`src/rtl/boa_pkg.sv`:
```
package boa_pkg;
  localparam int unsigned N_MST  = 3;
  localparam int unsigned M_MAIN = 0;
  localparam int unsigned M_COP  = 1;
  localparam int unsigned M_DBG  = 2;

  typedef logic [N_MST-1:0] mvec_t;
endpackage

```
`src/rtl/boa_handover.sv`:
```
module boa_handover
  import boa_pkg::*;
(
  input  mvec_t grant_q,
  input  mvec_t req_i,
  input  mvec_t done_i,
  output logic  handover_o,
  output logic  dbg_finish_o
);
  logic idle;
  logic owner_left;
  logic owner_done;

  always_comb begin
    idle       = (grant_q == '0);
    owner_left = |(grant_q & ~req_i);
    owner_done = |(grant_q & done_i);
    handover_o = idle | owner_left | owner_done;
    dbg_finish_o = grant_q[M_DBG] & done_i[M_DBG];
  end
endmodule

```
`src/rtl/boa_pick.sv`:
```
module boa_pick
  import boa_pkg::*;
(
  input  logic  handover_i,
  input  mvec_t grant_q,
  input  mvec_t req_i,
  input  logic  special_i,
  input  logic  esc_eff_i,
  output mvec_t grant_nxt_o
);
  mvec_t normal_pick;

  // Lowest index wins in the normal ranking.
  always_comb begin
    normal_pick = '0;
    for (int k = 0; k < int'(N_MST); k++) begin
      if (req_i[k] && (normal_pick == '0)) normal_pick[k] = 1'b1;
    end
  end

  always_comb begin
    grant_nxt_o = grant_q;
    if (handover_i) begin
      grant_nxt_o = '0;
      if (req_i[M_COP] && special_i)
        grant_nxt_o[M_COP] = 1'b1;
      else if (esc_eff_i && req_i[M_DBG])
        grant_nxt_o[M_DBG] = 1'b1;
      else
        grant_nxt_o = normal_pick;
    end
  end
endmodule

```
`src/rtl/boa_wait_tracker.sv`:
```
module boa_wait_tracker #(
  parameter int unsigned WAIT_W     = 8,
  parameter int unsigned WAIT_LIMIT = 128
) (
  input  logic clk,
  input  logic rst,
  input  logic dbg_req_i,
  input  logic dbg_sel_i,
  input  logic dbg_finish_i,
  output logic esc_o
);
  localparam logic [WAIT_W-1:0] CNT_MAX = {WAIT_W{1'b1}};
  localparam logic [WAIT_W-1:0] LIMIT_V = WAIT_W'(WAIT_LIMIT);

  logic [WAIT_W-1:0] cnt_q;
  logic              esc_q;
  logic              refused;

  assign refused = dbg_req_i & ~dbg_sel_i;

  always_ff @(posedge clk) begin
    if (rst) begin
      cnt_q <= '0;
    end else if (refused) begin
      if (cnt_q != CNT_MAX) cnt_q <= cnt_q + 1'b1;
    end else begin
      cnt_q <= '0;
    end
  end

  always_ff @(posedge clk) begin
    if (rst)
      esc_q <= 1'b0;
    else if (!dbg_req_i || dbg_finish_i)
      esc_q <= 1'b0;
    else if (refused && (cnt_q >= LIMIT_V))
      esc_q <= 1'b1;
  end

  assign esc_o = esc_q;

  // the count holds at its ceiling while refusals continue
  assert_wait_sat_R7: assert property (@(posedge clk) disable iff (rst)
    (refused && cnt_q == CNT_MAX) |=> (cnt_q == CNT_MAX));

  // a cycle without refusal restarts the count
  assert_wait_clear_R7: assert property (@(posedge clk) disable iff (rst)
    (!refused) |=> (cnt_q == '0));

  // escalation only rises after enough refusals
  assert_esc_entry_R5: assert property (@(posedge clk) disable iff (rst)
    $rose(esc_q) |-> ($past(cnt_q) >= LIMIT_V));
endmodule

```
`src/rtl/bus_owner_arbiter.sv`:
```
module bus_owner_arbiter
  import boa_pkg::*;
#(
  parameter int unsigned WAIT_W     = 8,
  parameter int unsigned WAIT_LIMIT = 128
) (
  input  logic       clk,
  input  logic       rst,
  input  logic [2:0] req_i,
  input  logic [2:0] done_i,
  input  logic       cop_special_i,
  output logic [2:0] grant_o,
  output logic [2:0] stall_o
);
  mvec_t grant_q;
  mvec_t grant_nxt;
  mvec_t stall_q;
  logic  handover;
  logic  dbg_finish;
  logic  esc;
  logic  esc_eff;
  logic  past_live;

  boa_handover u_handover (
    .grant_q      (grant_q),
    .req_i        (req_i),
    .done_i       (done_i),
    .handover_o   (handover),
    .dbg_finish_o (dbg_finish)
  );

  // An escalation whose transfer ends now no longer takes precedence.
  assign esc_eff = esc & ~dbg_finish;

  boa_pick u_pick (
    .handover_i  (handover),
    .grant_q     (grant_q),
    .req_i       (req_i),
    .special_i   (cop_special_i),
    .esc_eff_i   (esc_eff),
    .grant_nxt_o (grant_nxt)
  );

  boa_wait_tracker #(
    .WAIT_W     (WAIT_W),
    .WAIT_LIMIT (WAIT_LIMIT)
  ) u_wait (
    .clk          (clk),
    .rst          (rst),
    .dbg_req_i    (req_i[M_DBG]),
    .dbg_sel_i    (grant_nxt[M_DBG]),
    .dbg_finish_i (dbg_finish),
    .esc_o        (esc)
  );

  always_ff @(posedge clk) begin
    if (rst) grant_q <= '0;
    else     grant_q <= grant_nxt;
  end

  for (genvar m = 0; m < int'(N_MST); m++) begin : g_stall
    always_ff @(posedge clk) begin
      if (rst) stall_q[m] <= 1'b0;
      else     stall_q[m] <= req_i[m] & ~grant_nxt[m];
    end
  end

  always_ff @(posedge clk) begin
    if (rst) past_live <= 1'b0;
    else     past_live <= 1'b1;
  end

  assign grant_o = grant_q;
  assign stall_o = stall_q;

  // never two owners
  assert_one_owner_R1: assert property (@(posedge clk) disable iff (rst)
    $onehot0(grant_q));

  // an owner mid-transfer keeps the bus
  assert_no_split_R2: assert property (@(posedge clk) disable iff (rst)
    (|(grant_q & req_i & ~done_i)) |=> $stable(grant_q));

  // special coprocessor access wins any handover
  assert_special_wins_R4: assert property (@(posedge clk) disable iff (rst)
    (handover && req_i[M_COP] && cop_special_i) |=> grant_q[M_COP]);

  // escalated debug takes the handover unless a special access competes
  assert_escalate_R5: assert property (@(posedge clk) disable iff (rst)
    (handover && esc_eff && req_i[M_DBG] && !(req_i[M_COP] && cop_special_i))
      |=> grant_q[M_DBG]);

  // stall reflects the previous request and the present grant
  assert_stall_R8: assert property (@(posedge clk) disable iff (rst)
    past_live |-> (stall_q == ($past(req_i) & ~grant_q)));
endmodule

```
`config.mk`:
```
export PLATFORM = sky130hd
export DESIGN_NAME = bus_owner_arbiter
export DESIGN_NICKNAME = d
export VERILOG_FILES = /design/src/rtl/boa_pkg.sv /design/src/rtl/boa_handover.sv /design/src/rtl/boa_pick.sv /design/src/rtl/boa_wait_tracker.sv /design/src/rtl/bus_owner_arbiter.sv
export SDC_FILE = /design/constraint.sdc
export NUM_CORES = 1
export LEC_CHECK = 0
export ABC_CLOCK_PERIOD_IN_PS = 2150
export BUFFER_PORTS_ARGS = -buffer_cell sky130_fd_sc_hd__buf_2
export CORE_MARGIN = 2
export CORE_UTILIZATION = 56
export DETAILED_ROUTE_END_ITERATION = 7
export GPL_TIMING_DRIVEN = 0
export PLACE_DENSITY = 0.88
export SYNTH_ARGS = -nofsm -noshare
export SYNTH_HDL_FRONTEND = slang
export SYNTH_SLANG_ARGS = --single-unit
```
`constraint.sdc`:
```
create_clock -name clk -period 2.15 [get_ports clk]
set_input_delay 0.215 -clock clk [delete_from_list [all_inputs] [get_ports clk]]
set_output_delay 0.215 -clock clk [all_outputs]
set_load 0.005 [all_outputs]
```
# Yosys cells after proc, flatten, opt, wreduce, memory -nomap -nowiden
# Index checks and enable logic that the tools add are counted.
dict set report word_totals {
  ff_bits 15
  out_inout_bits 6
  inputBits 9
}
dict set report classes {
  muxes 9
  n_eq_ne 1
  magnitude_cmp 1
  bitwise_logic 16
  n_reduce_logical 13
  n_addsub 1
}
# op count
set op_table {}
lappend op_table {{adder 8 x 1 -> 8 bit, second input constant} 1}
lappend op_table {{>= comparator 8 bit, second input constant} 1}
lappend op_table {{inequality test 8 bit, second input constant} 1}
lappend op_table {{two-way mux 1 bit} 7}
lappend op_table {{bitwise AND 3 bit} 2}
lappend op_table {{inverter 1 bit} 6}
lappend op_table {{OR reduction 3 bit} 2}
lappend op_table {{bitwise AND 1 bit} 5}
lappend op_table {{logical AND 1 bit} 5}
lappend op_table {{OR reduction 2 bit} 2}
lappend op_table {{logical NOT 3 bit} 1}
lappend op_table {{two-way mux 3 bit} 1}
lappend op_table {{inverter 3 bit} 1}
lappend op_table {{logical NOT 2 bit} 1}
lappend op_table {{two-way mux 2 bit} 1}
lappend op_table {{bitwise OR 1 bit} 2}
lappend op_table {{logical NOT 1 bit} 1}
lappend op_table {{logical OR 1 bit} 1}

# Logic depth before layout (Yosys ltp)
# Gate-level depths: netlist of the first run.
dict set report logic_depth {
  word_depth 14
  depth_mapped 5
  depth_no_buf 5
}

# By module
# A second synthesis of the first run with hierarchy kept.
dict set report hier_totals {
  cells_unflattened 89
  area_unflattened_um2 753.2
}
# mod seq_area_each_um2 n_inst cells_per_inst area_each_um2
set modules_own_cells {}
lappend modules_own_cells {boa_wait_tracker 180.2 1 56 466.7}
lappend modules_own_cells {bus_owner_arbiter 120.1 1 13 167.7}
lappend modules_own_cells {boa_pick 0.0 1 13 75.1}
lappend modules_own_cells {boa_handover 0.0 1 7 43.8}

# Worst setup path before layout of the first run
# OpenSTA, ideal clock, no wires.
dict set report synth_path {
  kind {flip-flop to flip-flop}
  start {reg u_wait.cnt_q[1]}
  end {reg u_wait.cnt_q[6]}
  path_buffers 0
  stages_incl_launch_ff 6
  synth_period_minus_slack_ps 1345
  setup_slack_ps 805
  arrival_time_ps 1204
  cell_sequence {dfxtp_1 > ha_1 > nand3_1 > or3_1 > o21ai_0 > a211oi_1}
}
dict set report synth_between {
  elab_chain_len 1
  word_cells_on_any_way 2
  classes_between {add/sub: 1; eq/ne: 1}
}
# item line
set synth_lines {}
lappend synth_lines {{from (decl)} boa_wait_tracker.sv:15} ;# logic [WAIT_W-1:0] cnt_q;
lappend synth_lines {{from (signal assigned)} boa_wait_tracker.sv:25} ;# if (cnt_q != CNT_MAX) cnt_q <= cnt_q + 1'b1;
lappend synth_lines {{adder 8 x 1 -> 8 bit or inequality test 8 bit (tied branches)} boa_wait_tracker.sv:25}
# Parallel ways exist; a longest one is shown, timed or not.
# A chain may end at the register's enable or synchronous reset.

# Final worst setup path of the first run
# Ends and elaborated chain as after synthesis.

==> results of run 1 <==
==> sequential cells by signal, indices dropped and copies added, names as in the netlist <==
register / flops
grant_o: 3
stall_o: 3
u_wait.cnt_q: 8
u_wait.esc_o: 1
==> cells by family (layout without fill, tap and decap cells) <==
kind of cell,after synthesis,count (layout)
DFF,15,15
xor gates and xnor gates,2,2
AOI/OAI and AO/OA,28,28
muxes,2,2
adders and majority gates,2,2
and+or+nand+nor,32,32
buffers and inverters,10,28
==> critical path, cell delays in order, from the launching register on <==
cell      delay (ps)
dfxtp_1          390
ha_1             260
nand3_1          250
or3_1            400
o21ai_0           90
a211oi_1          70
==> metal layers <==
layer / vias to the layer above / part of all wire / GRT usage
li1: 379 / - / -
met1: 385 / 0.46 / 0.308
met2: 36 / 0.47 / 0.345
met3: 4 / 0.061 / 0.0388
met4: 0 / 0.0098 / 0.0563
met5: - / 0 / 0
==> per-stage QoR <==
step | instance area (um2) | util
6_report | 933 | 0.700
5_1_grt | 933 | 0.700
4_1_cts | 933 | 0.700
3_5_place_dp | 906 | 0.679
3_3_place_gp | 906 | 0.679
2_1_floorplan | 817 | -
==> cells in the mapped netlist (all sizes together), types with 3 or more instances <==
cell,number
o21ai,4
nor3b,3
nand3,3
nor3,3
nor2,5
a211oi,5
dfxtp,15
nand2b,4
nand2,8
inv,8
==> power by group <==
part | internal [mW] | leakage (nW) | switching [mW]
Sequential | 0.310 | 0.122 | 0.0287
Combinational | 0.114 | 0.216 | 0.171
Clock | 0.0693 | 0.0177 | 0.0990
Total | 0.493 | 0.356 | 0.299
==> worst max path at each step <==
stage	depth (start not counted)	slack, ps	endpoint	from
global route	5	450	u_wait.cnt_q[6]$_SDFFE_PP0P_	u_wait.cnt_q[1]$_SDFFE_PP0P_
finish	5	560	u_wait.cnt_q[6]$_SDFFE_PP0P_	u_wait.cnt_q[1]$_SDFFE_PP0P_
CTS	5	580	u_wait.cnt_q[6]$_SDFFE_PP0P_	u_wait.cnt_q[1]$_SDFFE_PP0P_
global placement	5	640	u_wait.cnt_q[6]$_SDFFE_PP0P_	u_wait.cnt_q[1]$_SDFFE_PP0P_
detailed placement	5	600	u_wait.cnt_q[6]$_SDFFE_PP0P_	u_wait.cnt_q[1]$_SDFFE_PP0P_
floorplan	5	800	u_wait.cnt_q[6]$_SDFFE_PP0P_	u_wait.cnt_q[1]$_SDFFE_PP0P_
==> final cells by class <==
class                      count  area share
timing repair buffer          14      0.0751
sequential                    15       0.322
clock buffer                   3      0.0241
multi-input combinational     66       0.505
tap                           15      0.0201
buffer                         2      0.0161
clock inverter                 1     0.00536
inverter                       8      0.0322
==> impl_metrics.ini, run 1 <==
[clock_tree]
cts-root-buf = clkbuf_4
postCtsHoldBufs = 0
tritoncts = yes
clkTransAtPathRegs_ps = 100
clk_latency_ps = 290
htree_levels = 1
cts_max_path_buffers = 2
post_cts_buffers = 0
ctsResizeCount = 0
cts_buffers = 3
cts_num_sinks = 15

[placement]
place_inst = 120
port_buffers = 14
post-place-ws_ps = 601
place_congestion = 0.919
dp_hpwl_mm = 1.36

[floorplanning]
fp-row-count = 13
fp.dieH_um = 42.2
coreArea_mm2 = 0.00133
pin_count = 15
dieArea_mm2 = 0.00178
fp.dieW_um = 42.2
initial_core_util = 0.613

[synth]
synth_cell_types = 36
synth_top_area_frac = 0.368
synth_top_family_by_area = compound AO/OA/AOI/OAI gates
netlist_area_um2 = 817
synth_warnings = 0
synth-xor-area-share = 0.0214
yosys_most_used_dff = dfxtp_1
synth_area_leaders = dfxtp_1 37%, a211oi_1 4.6%, inv_1 3.7%
avgSynthCellArea_um2 = 8.98
synth-simple-area-share = 0.201
synth_edf_count = 0
synthCells = 91
synth_nets = 102
yosysTopAreaCell = dfxtp_1
synth_async_sr_flop_share = 0
synth_mux_area_frac = 0.0245
synth_seq_cells = 15
seq_area_frac_synth = 0.368
synth_compound_area_frac = 0.300
synth_fa_ha_area_frac = 0.0306

[global_route]
grt_pass1_wl_mm = 3.09
grt_overflow = 0
antenna_found_initial = 0
grt_pass1_vias = 725
grt_max_degree = 11
track_usage = 0.219

[sta]
fin_crit_ps = 1590
fmax_mhz = 629
tightest_slew_ps = 539
fin_crit_sh = 0.739
finClkSkew_ps = 3.96
worst_slack_ps = 561
slew_headroom = 0.641
hold_violations = 0
hold_ws_ps = 102
slew_viol_final = 0
rsz0062_at_grt = false
final-setup-viol-count = 0
tns_ps = 0

[min_path]
hold_depth = 2
whs_endpoint = grant_o[1]$_SDFF_PP0_
holdCritPathClass = primary input to register
min_from = rst

[routing]
dr.first_iter.drc_count = 31
wl_mm = 1.84
num_vias = 804
ant_nets = 0
wl_per_cell_um = 14.8
firstDrtPassIters = 4
via_per_inst = 6.48
drc_errors = 0

[cells_and_area]
ff_latch_area_um2 = 300
nFillCells = 103
mostFrequentLayoutCell = dfxtp_1
drive_gt1_frac = 0.202
area_growth_pct = 14.2
antenna_cells = 0
layoutNonFillerInstCount = 124
multi_input_area_um2 = 472
nNetsFinal = 121
layout_common_cells = 15 x dfxtp_1, 14 x buf_2, 8 x inv_1, 8 x nand2_1

[power_and_ir_drop]
irDropWorstVdd_mv = 0.556
p_leak_nw = 0.356
post-layout-total-power_uw = 792
p_per_area_mw_per_mm2 = 848

[setup_path]
worst-setup-path-type = register to register
worstPathArrival_ps = 1750
required_ps = 2310
rr_startpoint = u_wait.cnt_q[1]$_SDFFE_PP0P_
cp-end-kind = register
rr_endpoint = u_wait.cnt_q[6]$_SDFFE_PP0P_
reg2reg_depth = 5
crit_fanout = 7
start_kind = register
r2r_setup_slack_ps = 560

[run]
cap_viol_max_count = 0

[run_status]
status = complete, no violations
Note: power is estimated with default switching activity, not from simulation.
==> run 2: changes to the inputs <==
--- a/config.mk
+++ b/config.mk
@@ -5,13 +5,14 @@
 export SDC_FILE = /design/constraint.sdc
 export NUM_CORES = 1
 export LEC_CHECK = 0
-export ABC_CLOCK_PERIOD_IN_PS = 2150
+export ABC_AREA = 1
+export ABC_CLOCK_PERIOD_IN_PS = 1600
 export BUFFER_PORTS_ARGS = -buffer_cell sky130_fd_sc_hd__buf_2
 export CORE_MARGIN = 2
-export CORE_UTILIZATION = 56
+export CORE_UTILIZATION = 52
 export DETAILED_ROUTE_END_ITERATION = 7
 export GPL_TIMING_DRIVEN = 0
-export PLACE_DENSITY = 0.88
+export PLACE_DENSITY = 0.83
 export SYNTH_ARGS = -nofsm -noshare
 export SYNTH_HDL_FRONTEND = slang
 export SYNTH_SLANG_ARGS = --single-unit
==> constraint.sdc (replaced) <==
create_clock -name clk -period 1.6 [get_ports clk]
set_input_delay 0.16 -clock clk [delete_from_list [all_inputs] [get_ports clk]]
set_output_delay 0.16 -clock clk [all_outputs]
set_load 0.005 [all_outputs]
==> run 2 against run 1 <==
  * Synthesized area fell by 1.1%
  * Routed wire length fell by 21%
  * Worst hold slack improved by 13 ps
  * Clock skew fell by 0.68 ps
  * Critical path type unchanged
==> impl_metrics.ini, run 2 <==
[power_and_ir_drop]
power_frac_seq = 0.501
internal_power_uw = 575
p_switching_uw = 267
clkPwrFrac = 0.258
p_per_area_mw_per_mm2 = 916
p_leak_nw = 0.409
post-layout-total-power_uw = 842
irDropWorstVdd_mv = 0.497
p_sw_frac = 0.317
p_comb_frac = 0.242

[cells_and_area]
layout_common_cells = 23 x nand2_1, 15 x inv_1, 15 x dfxtp_1
drive_gt1_frac = 0.262
antenna_cells = 0
regMostFlops = u_wait.cnt_q
final_util = 0.618
area_growth_pct = 13.8
layoutNonFillerInstCount = 142
nNetsFinal = 138
largest_reg_flops = 8
mostFrequentLayoutCell = nand2_1

[setup_path]
path_delay_family = simple AND/OR/NAND/NOR gates
crit_chain = ha_1, inv_1, nor3_2, nand2_2, inv_2, nand2_1, a21oi_2
cpMaxStageDelayCell = dfxtp_1
crit_buf_inv = 2
start_kind = register
max_stage_delay_ps = 390
cp-end-kind = register
required_ps = 1830
worstPathArrival_ps = 1630
crit_fanout = 6
worst-setup-path-type = register to register

[synth]
synth.most_common_cell = nand2_1
synthCells = 109
synth_edf_count = 0
yosysTopAreaCell = dfxtp_1
synth_warnings = 0
synth_cell_types = 21
synth_common_cells = 23 x nand2_1, 15 x dfxtp_1, 15 x inv_1
synth_async_sr_flop_share = 0
avgSynthCellArea_um2 = 7.42
synth_top_area_frac = 0.372
synth_nets = 120
seq_area_frac_synth = 0.372
synth_area_leaders = dfxtp_1 37%, nand2_1 11%, inv_1 7.0%
yosys_most_used_dff = dfxtp_1
netlist_area_um2 = 808
synth_seq_cells = 15

[sta]
slew_viol_final = 0
fin_crit_sh = 0.876
tightest_slew_ps = 356
finClkSkew_ps = 3.28
rsz0062_at_grt = false
slew_headroom = 0.760
hold_violations = 0
final-setup-viol-count = 0
fin_crit_ps = 1400
fmax_mhz = 713
tns_ps = 0

[routing]
firstDrtPassIters = 4
wl_mm = 1.45
ant_nets = 0
num_vias = 731
via_per_inst = 5.15
drc_errors = 0
dr.first_iter.drc_count = 12
wl_per_cell_um = 10.2

[clock_tree]
post_cts_buffers = 0
cts_buffers = 3
htree_levels = 1
cts-root-buf = clkbuf_4
tritoncts = yes
postCtsHoldBufs = 0
cts_num_sinks = 15
clkTransAtPathRegs_ps = 90
cts_max_path_buffers = 2
clk_latency_ps = 280
ctsResizeCount = 0

[floorplanning]
fp.dieW_um = 43.4
pin_count = 15
fp.dieH_um = 43.4
coreArea_mm2 = 0.00149
fp-row-count = 14
dieArea_mm2 = 0.00189
initial_core_util = 0.543

[global_route]
track_usage = 0.176
antenna_found_initial = 0
grt_overflow = 0
grt_max_degree = 10
grt_pass1_wl_mm = 2.44
grt_pass1_vias = 634

[min_path]
holdCritPathClass = primary input to register

[placement]
port_buffers = 13
place_inst = 138
place_congestion = 0.860
dp_hpwl_mm = 1.18

[run]
cap_viol_max_count = 0

[run_status]
status = complete, no violations
==> run 2: cell count changes after synthesis, moves of 5 or more <==
cell     delta
inv_1       +7
nand3_1     +5
nand2_1    +15
nor2_1      +7
==> run 2: final cells by class <==
| class | instances | area, um2 |
|---|---|---|
| plain buffers | 1 | 7.51 |
| clock buffers | 4 | 26.3 |
| fillers | 145 | 569 |
| inverters | 18 | 67.6 |
| multi-input cells | 75 | 433 |
| flip-flops and latches | 15 | 300 |
| well taps | 16 | 20.0 |
| repair buffers | 13 | 65.1 |
==> run 2: per-layer routing <==
metal	GRT usage	vias to the layer above	wire length (um)
met1	0.197	336	663
met2	0.296	12	701
li1	-	378	-
met3	0.0625	5	54
met4	0.0909	0	27
met5	0	-	0
==> run 2: cell families after synthesis <==
group,synth area share
fa+ha+maj,0.0310
flops,0.372
buf+inv,0.0929
compound gates,0.102
xor+xnor,0.0433
simple gates,0.359
==> run 2: power by group through the flow <==
stage	Combinational, mW	Clock, mW	Sequential [mW]
after global placement	0.197	0	0.430
after detailed placement	0.206	0	0.431
after floorplan	0.148	0	0.429
final	0.203	0.217	0.422
after CTS	0.207	0.220	0.422
after global routing	0.229	0.235	0.426
==> run 2: through the flow <==
step	instance area, um2	hold slack [ps]	setup slack (ps)
final	920	115	198
after global routing	920	117	38.2
after CTS	920	113	200
after detailed placement	893	418	221
after global placement	893	414	280
after floorplan	808	229	401
==> run 2: final timing paths <==
| path | cells past startpoint | end | slack [ps] | from |
|---|---|---|---|---|
| min reg2reg | 2 | u_wait.esc_o$_SDFFE_PP0P_ | 460 | u_wait.esc_o$_SDFFE_PP0P_ |
| max reg2reg | 7 | u_wait.cnt_q[1]$_SDFFE_PP0P_ | 200 | u_wait.cnt_q[1]$_SDFFE_PP0P_ |
| max | 7 | u_wait.cnt_q[1]$_SDFFE_PP0P_ | 200 | u_wait.cnt_q[1]$_SDFFE_PP0P_ |
| min | 2 | stall_o[0]$_SDFF_PP0_ | 120 | rst |
